**src/rtl/wdt_pkg.sv**
```systemverilog
package wdt_pkg;

  typedef enum logic [1:0] {
    SEL_CTRL = 2'd0,
    SEL_CFG  = 2'd1,
    SEL_STAT = 2'd2
  } wdt_sel_e;

endpackage

```
**src/rtl/wdt_divider.sv**
```systemverilog
module wdt_divider #(
  parameter int BASE_DIV = 4096,
  parameter int PSEL_W   = 2
) (
  input  logic              clk,
  input  logic              rst,
  input  logic              run,
  input  logic              clear,
  input  logic [PSEL_W-1:0] psel,
  output logic              tick
);
  localparam int PRE_W = (1 << PSEL_W) - 1;

  logic             base_tick;
  logic [PRE_W-1:0] pre_q;
  logic [PRE_W-1:0] pre_lim;

  generate
    if (BASE_DIV <= 1) begin : g_nobase
      assign base_tick = run;
    end else begin : g_base
      localparam int BW = $clog2(BASE_DIV);
      logic [BW-1:0] base_q;
      always_ff @(posedge clk) begin
        if (rst || clear || !run) begin
          base_q <= '0;
        end else if (base_q == BW'(BASE_DIV - 1)) begin
          base_q <= '0;
        end else begin
          base_q <= base_q + 1'b1;
        end
      end
      assign base_tick = run && (base_q == BW'(BASE_DIV - 1));
    end
  endgenerate

  // Factor is 2**psel; the prescaler wraps at factor-1.
  always_comb begin
    pre_lim = PRE_W'((32'd1 << psel) - 32'd1);
  end

  always_ff @(posedge clk) begin
    if (rst || clear || !run) begin
      pre_q <= '0;
    end else if (base_tick) begin
      if (pre_q >= pre_lim) begin
        pre_q <= '0;
      end else begin
        pre_q <= pre_q + 1'b1;
      end
    end
  end

  assign tick = base_tick && (pre_q >= pre_lim);

endmodule

```
**src/rtl/wdt_counter.sv**
```systemverilog
module wdt_counter #(
  parameter int CNT_W = 7
) (
  input  logic             clk,
  input  logic             rst,
  input  logic             restart,
  input  logic             load,
  input  logic [CNT_W-1:0] load_val,
  input  logic             dec,
  output logic [CNT_W-1:0] cnt
);
  always_ff @(posedge clk) begin
    if (rst || restart) begin
      cnt <= '1;
    end else if (load) begin
      cnt <= load_val;
    end else if (dec) begin
      cnt <= cnt - 1'b1;
    end
  end
endmodule

```
**src/rtl/wdt_guard.sv**
```systemverilog
module wdt_guard #(
  parameter int CNT_W = 7
) (
  input  logic             en,
  input  logic [CNT_W-1:0] cnt,
  input  logic [CNT_W-1:0] win,
  input  logic             wr_ctrl,
  input  logic             wr_arm,
  input  logic             wr_msb,
  input  logic             tick,
  output logic             fire
);
  localparam logic [CNT_W-1:0] LAST = CNT_W'(1 << (CNT_W - 1));

  logic armed;
  logic too_early;
  logic low_load;
  logic expire;

  always_comb begin
    armed     = en || (wr_ctrl && wr_arm);
    too_early = wr_ctrl && en && (cnt > win);
    low_load  = wr_ctrl && armed && !wr_msb;
    expire    = en && tick && !wr_ctrl && (cnt == LAST);
    fire      = too_early || low_load || expire;
  end
endmodule

```
**src/rtl/wdt_window.sv**
```systemverilog
module wdt_window
  import wdt_pkg::*;
#(
  parameter int CNT_W    = 7,
  parameter int BASE_DIV = 4096,
  parameter int PSEL_W   = 2,
  parameter int DATA_W   = CNT_W + PSEL_W
) (
  input  logic              clk,
  input  logic              rst,
  input  logic              wr_en,
  input  logic [1:0]        wr_sel,
  input  logic [DATA_W-1:0] wr_data,
  output logic              rst_req,
  output logic              cause_flag,
  output logic              wd_on,
  output logic [CNT_W-1:0]  count
);
  logic              wr_ctrl, wr_cfg, wr_stat;
  logic [CNT_W-1:0]  win_q;
  logic [PSEL_W-1:0] psel_q;
  logic              tick;
  logic              fire;

  always_comb begin
    wr_ctrl = wr_en && (wr_sel == SEL_CTRL);
    wr_cfg  = wr_en && (wr_sel == SEL_CFG);
    wr_stat = wr_en && (wr_sel == SEL_STAT);
  end

  wdt_divider #(.BASE_DIV(BASE_DIV), .PSEL_W(PSEL_W)) u_div (
    .clk   (clk),
    .rst   (rst),
    .run   (wd_on),
    .clear (wr_ctrl || fire),
    .psel  (psel_q),
    .tick  (tick)
  );

  wdt_counter #(.CNT_W(CNT_W)) u_cnt (
    .clk      (clk),
    .rst      (rst),
    .restart  (fire),
    .load     (wr_ctrl),
    .load_val (wr_data[CNT_W-1:0]),
    .dec      (tick && wd_on),
    .cnt      (count)
  );

  wdt_guard #(.CNT_W(CNT_W)) u_guard (
    .en      (wd_on),
    .cnt     (count),
    .win     (win_q),
    .wr_ctrl (wr_ctrl),
    .wr_arm  (wr_data[CNT_W]),
    .wr_msb  (wr_data[CNT_W-1]),
    .tick    (tick),
    .fire    (fire)
  );

  always_ff @(posedge clk) begin
    if (rst) begin
      wd_on      <= 1'b0;
      win_q      <= '1;
      psel_q     <= '0;
      rst_req    <= 1'b0;
      cause_flag <= 1'b0;
    end else begin
      rst_req <= fire;
      if (fire) begin
        wd_on  <= 1'b0;
        win_q  <= '1;
        psel_q <= '0;
      end else begin
        if (wr_ctrl && wr_data[CNT_W]) wd_on <= 1'b1;
        if (wr_cfg) begin
          win_q  <= wr_data[CNT_W-1:0];
          psel_q <= wr_data[CNT_W+PSEL_W-1:CNT_W];
        end
      end
      if (fire) begin
        cause_flag <= 1'b1;
      end else if (wr_stat && wr_data[0]) begin
        cause_flag <= 1'b0;
      end
    end
  end

endmodule

```
**config.mk**
```make
export PLATFORM = sky130hd
export DESIGN_NAME = wdt_window
export DESIGN_NICKNAME = d
export VERILOG_FILES = /design/src/rtl/wdt_pkg.sv /design/src/rtl/wdt_divider.sv /design/src/rtl/wdt_counter.sv /design/src/rtl/wdt_guard.sv /design/src/rtl/wdt_window.sv
export SDC_FILE = /design/constraint.sdc
export NUM_CORES = 1
export LEC_CHECK = 0
export CAP_MARGIN = 20
export CORE_MARGIN = 3
export CORE_UTILIZATION = 27
export DETAILED_ROUTE_END_ITERATION = 10
export DONT_BUFFER_PORTS = 1
export GPL_TIMING_DRIVEN = 0
export PLACE_DENSITY_LB_ADDON = 0.05
export SYNTH_ARGS = -nofsm -noshare
export SYNTH_HDL_FRONTEND = slang
export SYNTH_HIERARCHICAL = 1
export SYNTH_SLANG_ARGS = --single-unit
```
**constraint.sdc**
```tcl
create_clock -name clk -period 6.6 [get_ports clk]
set_input_delay 0.66 -clock clk [delete_from_list [all_inputs] [get_ports clk]]
set_output_delay 0.66 -clock clk [all_outputs]
set_load 0.05 [all_outputs]
```
==> metrics.cfg, run 1 <==
[floorplan]
die_area_mm2=0.00805
initial_utilization=0.288
core_area_mm2=0.00657
ioPinCount=24
die_w_um=89.7
fp.dieH_um=89.7
rows=29

[power]
p_switching_mw=0.110
pwr-share-clk=0.388
total_leakage_power_nw=0.796
internal_power_mw=0.309
peakVddDrop_v=0.0000800
p_total_mw=0.419
powerDensity_mw_per_mm2=199
sw_frac_of_total=0.263
pwr-share-comb=0.080
power_frac_seq=0.531

[place]
portBuffers=0
post-place-cells=308
place.gp.congestion=0.758
place_hpwl_um=3450

[setup_path]
reg2reg_slack_ns=2.63
startpoint_type=flop
arrival_ns=4.13
cp_data_required_time_ns=6.76
path_buf_inv=5
critPathMaxStageDelay_ns=0.76
critPathKind=reg2reg
critPathMaxFanout=10
cp_top_family=simple AND/OR/NAND/NOR gates
critPathCaptureType=flop
path_cells=inv_1, or4_1, buf_2, and2b_2, and4bb_2, a31oi_1, o21ai_1, buf_2, or2_2, or3_1, clkbuf_1, or2_2, clkbuf_1, nor2_1
cpMaxStageDelayCell=dfxtp_1

[clock_tree]
clk_pin_slew_ns=0.07
insertion_delay_ns=0.29
clock_path_buffers=2
clock-sinks=34
htree_levels=2
ctsResizeCount=0
cts_buffers=5
cts_root_buf=clkbuf_8
cts_tree=built
cts_setup_buffers=0
ctsHoldBuffers=0

[layout]
final_nets=249
final_common_cell=dfxtp_1
layout.cells.non_filler=316
final_util=0.320
area_growth_pct=11.0
antennaDiodeCount=0
layout_common_cells=34 x dfxtp_1, 20 x nor2_1, 17 x nor3_1, 17 x inv_1, 16 x nand2_1
fillCellCount=688
drive_gt1_frac=0.121

[routing]
drt-pass1-iter-count=4
routed_wl_um=4600
post_drt_wl_per_cell_um=14.6
drt-vias-per-instance=4.84
vias=1530
drtAntennaViolNets=0
drc=0
drt-initial-drc-count=37

[sta]
fin_skew_ns=0.00267
max_freq_ghz=0.252
fin_setup_tns_ns=0
min_period_ns=3.97
slew-limit-headroom=0.500
min_period_over_period=0.601
maxSlewViolCount=0
rsz0062_at_grt=no
holdWs_ns=0.450
tightestPinTransition_ns=0.748
setup_viol=0
finalHoldViolCount=0

[logic_synthesis]
synth_cell_type_count=47
synth_mux_area_frac=0.0740
postSynthAreaPerCell_um2=8.80
synth_edf_count=0
synth_top_flop_cell=dfxtp_1
synth_top_family_by_area=simple AND/OR/NAND/NOR gates
synth_cells=215
async_flop_share=0
synth_area_mm2=0.00189
ys_seq_area_frac=0.360
synth-xor-area-share=0.0694
ys_warn_count=6
ys_ff_latch=34
synth-compound-area-share=0.0767
synthAdderAreaFrac=0.0859
yosys.area_share.simple=0.274
syn-num-nets=242

[worst_hold_path]
worst_hold_path_type=reg2reg

[global_routing]
gr-total-overflow=0
grt_antenna_before_repair=0
grt_usage=0.117
grt_pass1_wl_um=7610
grt_pass1_vias=1511
grt_max_degree=11

[run_status]
status=complete, no violations

[job]
maxCapViolCount=0

-- through the flow --
step                instance area, um2  setup WS (ns)
finish                            2100           2.63
detailed placement                2010           2.62
CTS                               2100           2.60
floorplan                         1890           3.24
global route                      2100           2.27
global placement                  2010           2.63
-- cell usage after synthesis (all sizes together) (3+ instances only) --
cell / number / area, um2
dfxtp: 34 / 681
nor2: 20 / 75.1
nor3: 18 / 95.1
inv: 17 / 63.8
nand2: 16 / 60.1
ha: 13 / 163
mux2i: 11 / 110
xnor2: 8 / 70.1
xor2: 7 / 61.3
a21oi: 6 / 33.8
buf: 6 / 38.8
o21ai: 6 / 30.0
nand3: 5 / 25.0
nor3b: 5 / 37.5
nand4: 4 / 40.0
o211ai: 4 / 35.0
or3: 4 / 26.3
clkbuf: 3 / 11.3
nor4: 3 / 18.8
or2: 3 / 18.8
-- layer usage --
layer,wire [um],part of all wire,GRT usage,vias up
li1,-,-,-,757
met1,2420,0.53,0.166,727
met2,1850,0.40,0.166,41
met3,275,0.060,0.0417,5
met4,53,0.012,0.0307,0
met5,0,0,0,-
-- path summary, 6_finish.rpt --
kind,startpoint,to,depth (start not counted)
hold / removal,u_div/g_base.base_q[0],u_div/g_base.base_q[0],1
hold reg to reg,u_div/g_base.base_q[0],u_div/g_base.base_q[0],1
setup reg to reg,wd_on,u_div/g_base.base_q[7],14
setup / recovery,wd_on,u_div/g_base.base_q[7],14
-- cells by family after synthesis --
kind of cell / Yosys count
AOI/OAI and AO/OA: 22
xor gates and xnor gates: 15
adders and majority gates: 13
buffers and inverters: 26
DFF: 34
muxes: 13
and+or+nand+nor: 92
-- power groups by stage --
stage               Clock [mW]  Sequential [mW]  Combinational [mW]
detailed placement           0            0.228              0.0336
global route             0.177            0.223              0.0374
CTS                      0.169            0.223              0.0337
finish                   0.163            0.223              0.0337
floorplan                    0            0.226              0.0274
global placement             0            0.227              0.0322
-- sequential cells by signal, indices dropped and copies added, names as in the netlist --
signal               count
u_div/g_base.base_q     12
u_cnt/cnt                7
win_q                    7
u_div/pre_q              3
psel_q                   2
cause_flag               1
rst_req                  1
wd_on                    1
-- cell type report --
| type | count | area (um2) | area share |
|---|---|---|---|
| inverters | 17 | 63.8 | 0.0304 |
| clock inverters | 1 | 5.00 | 0.00238 |
| multi-input cells | 155 | 1100 | 0.523 |
| flip-flops and latches | 34 | 681 | 0.324 |
| plain buffers | 9 | 50.0 | 0.0238 |
| clock buffers | 7 | 86.3 | 0.0411 |
| well taps | 93 | 116 | 0.0554 |
No activity file was read; power rests on OpenSTA's default activity.
==> inputs of run 2 (changes only) <==
Clock period 6.6 ns to 3.28 ns, I/O delays scaled along.
==> metrics.cfg, run 2 (same netlist as run 1, synthesis figures left out) <==
[layout]
drive_gt1_frac=0.195
largest_registers=u_div/g_base.base_q (12), u_cnt/cnt (7), win_q (7)
final_nets=252
antennaDiodeCount=0
multi_input_comb_area_mm2=0.00118
layout.cells.non_filler=319
largest_reg_flops=12
final_util=0.343
regArea_um2=682
registers.top_by_ff_count=u_div/g_base.base_q
final_common_cell=dfxtp_1
layout_common_cells=33 x dfxtp_1, 17 x nor3_1, 17 x nor2_1, 17 x inv_1, 16 x nand2_1
area_growth_pct=19.0
fillCellCount=674

[floorplan]
initial_utilization=0.288
die_area_mm2=0.00805
die_w_um=89.7
fp.dieH_um=89.7
core_area_mm2=0.00657
rows=29
ioPinCount=24

[global_routing]
gr-total-overflow=0
grt_pass1_wl_um=7450
grt_max_degree=12
grt_pass1_vias=1505
grt_usage=0.115
grt_antenna_before_repair=0

[setup_path]
r2r_cells=13
r2r_start=psel_q[1]
startpoint_type=flop
critPathCaptureType=flop
r2r-end=u_div/g_base.base_q[4]
critPathMaxFanout=5
cp_data_required_time_ns=3.51
reg2reg_slack_ns=0.17
arrival_ns=3.34
critPathKind=reg2reg

[worst_hold_path]
hold_depth=1
hold_end=cause_flag
min_from=wr_sel[1]
worst_hold_path_type=in2reg

[place]
post-place-cells=308
place_hpwl_um=3470
portBuffers=0
place.gp.congestion=0.734

[power]
powerDensity_mw_per_mm2=446
p_total_mw=1.00
total_leakage_power_nw=0.847
peakVddDrop_v=0.000163

[routing]
drt-pass1-iter-count=4
drt-initial-drc-count=37
post_drt_wl_per_cell_um=14.6
drtAntennaViolNets=0
drc=0
vias=1510
drt-vias-per-instance=4.73
routed_wl_um=4650

[sta]
max_freq_ghz=0.321
maxSlewViolCount=0
min_period_ns=3.11
tightestPinTransition_ns=0.745
min_period_over_period=0.949
holdWs_ns=0.127
finalHoldViolCount=0
slew-limit-headroom=0.503
fin_skew_ns=0.00618
rsz0062_at_grt=no
setup_viol=0

[job]
maxCapViolCount=0

[run_status]
status=complete, no violations

[clock_tree]
cts_buffers=5
ctsHoldBuffers=0
clock_path_buffers=2
htree_levels=2
clk_pin_slew_ns=0.08
cts_root_buf=clkbuf_8
cts_tree=built
clock-sinks=34
insertion_delay_ns=0.28

[run 2: critical path, cell delays in order (launching register included)]
cell and delay, ns:
dfxtp_2 0.33, or2_2 0.32, ha_4 0.22, nor2b_2 0.15, o21ai_4 0.08, and2b_2 0.22
and4bb_2 0.22, a31oi_2 0.13, o21ai_2 0.09, buf_6 0.13, or2_2 0.29, or3_4 0.44
or2_4 0.31, nor2_1 0.11
[run 2: cell type report]
class                           instances  share of cell area
Inverter                               17              0.0283
Tap cell                               93              0.0516
Clock buffer                            6              0.0366
Clock inverter                          2              0.0267
Buffer                                  7              0.0217
Multi-Input combinational cell        157               0.522
Timing Repair Buffer                    3             0.00999
Sequential cell                        34               0.303
[run 2: through the flow]
stage          TNS [ns]  instance area, um2  setup WS (ns)
4_1_cts               0                2170         0.0168
6_report              0                2250          0.169
5_1_grt               0                2250         0.0306
2_1_floorplan         0                1900         0.0252
3_5_place_dp      -3.27                2020         -0.374
3_3_place_gp      -3.07                2020         -0.340
[run 2: worst max-delay path by stage]
stage                    from                      end  slack, ns
global placement    psel_q[1]   u_div/g_base.base_q[4]      -0.34
CTS                 psel_q[1]  u_div/g_base.base_q[11]       0.02
detailed placement  psel_q[1]  u_div/g_base.base_q[11]      -0.37
finish              psel_q[1]   u_div/g_base.base_q[4]       0.17
floorplan           psel_q[1]  u_div/g_base.base_q[11]       0.03
global route            wd_on                psel_q[0]       0.03
[run 2: metal layers]
layer / track usage / part of all wire / vias up
met3: 0.0409 / 0.064 / 8
li1: - / - / 767
met5: 0 / 0 / -
met4: 0.0345 / 0.016 / 0
met2: 0.183 / 0.45 / 39
met1: 0.145 / 0.47 / 696
[run 2: repair_timing]
| action | CTS | global route |
|---|---|---|
| gates cloned | 0 | 2 |
| pin swaps | 1 | 2 |
| resized for setup | 4 | 12 |
| buffers inserted | 1 | 2 |
| setup endpoints to repair | 10 | 10 |
[run 2: report_power, final]
group	total [mW]	switching [mW]	internal (mW)
registers	0.448	0.0266	0.421
clock network	0.483	0.159	0.324
logic	0.0735	0.0391	0.0344
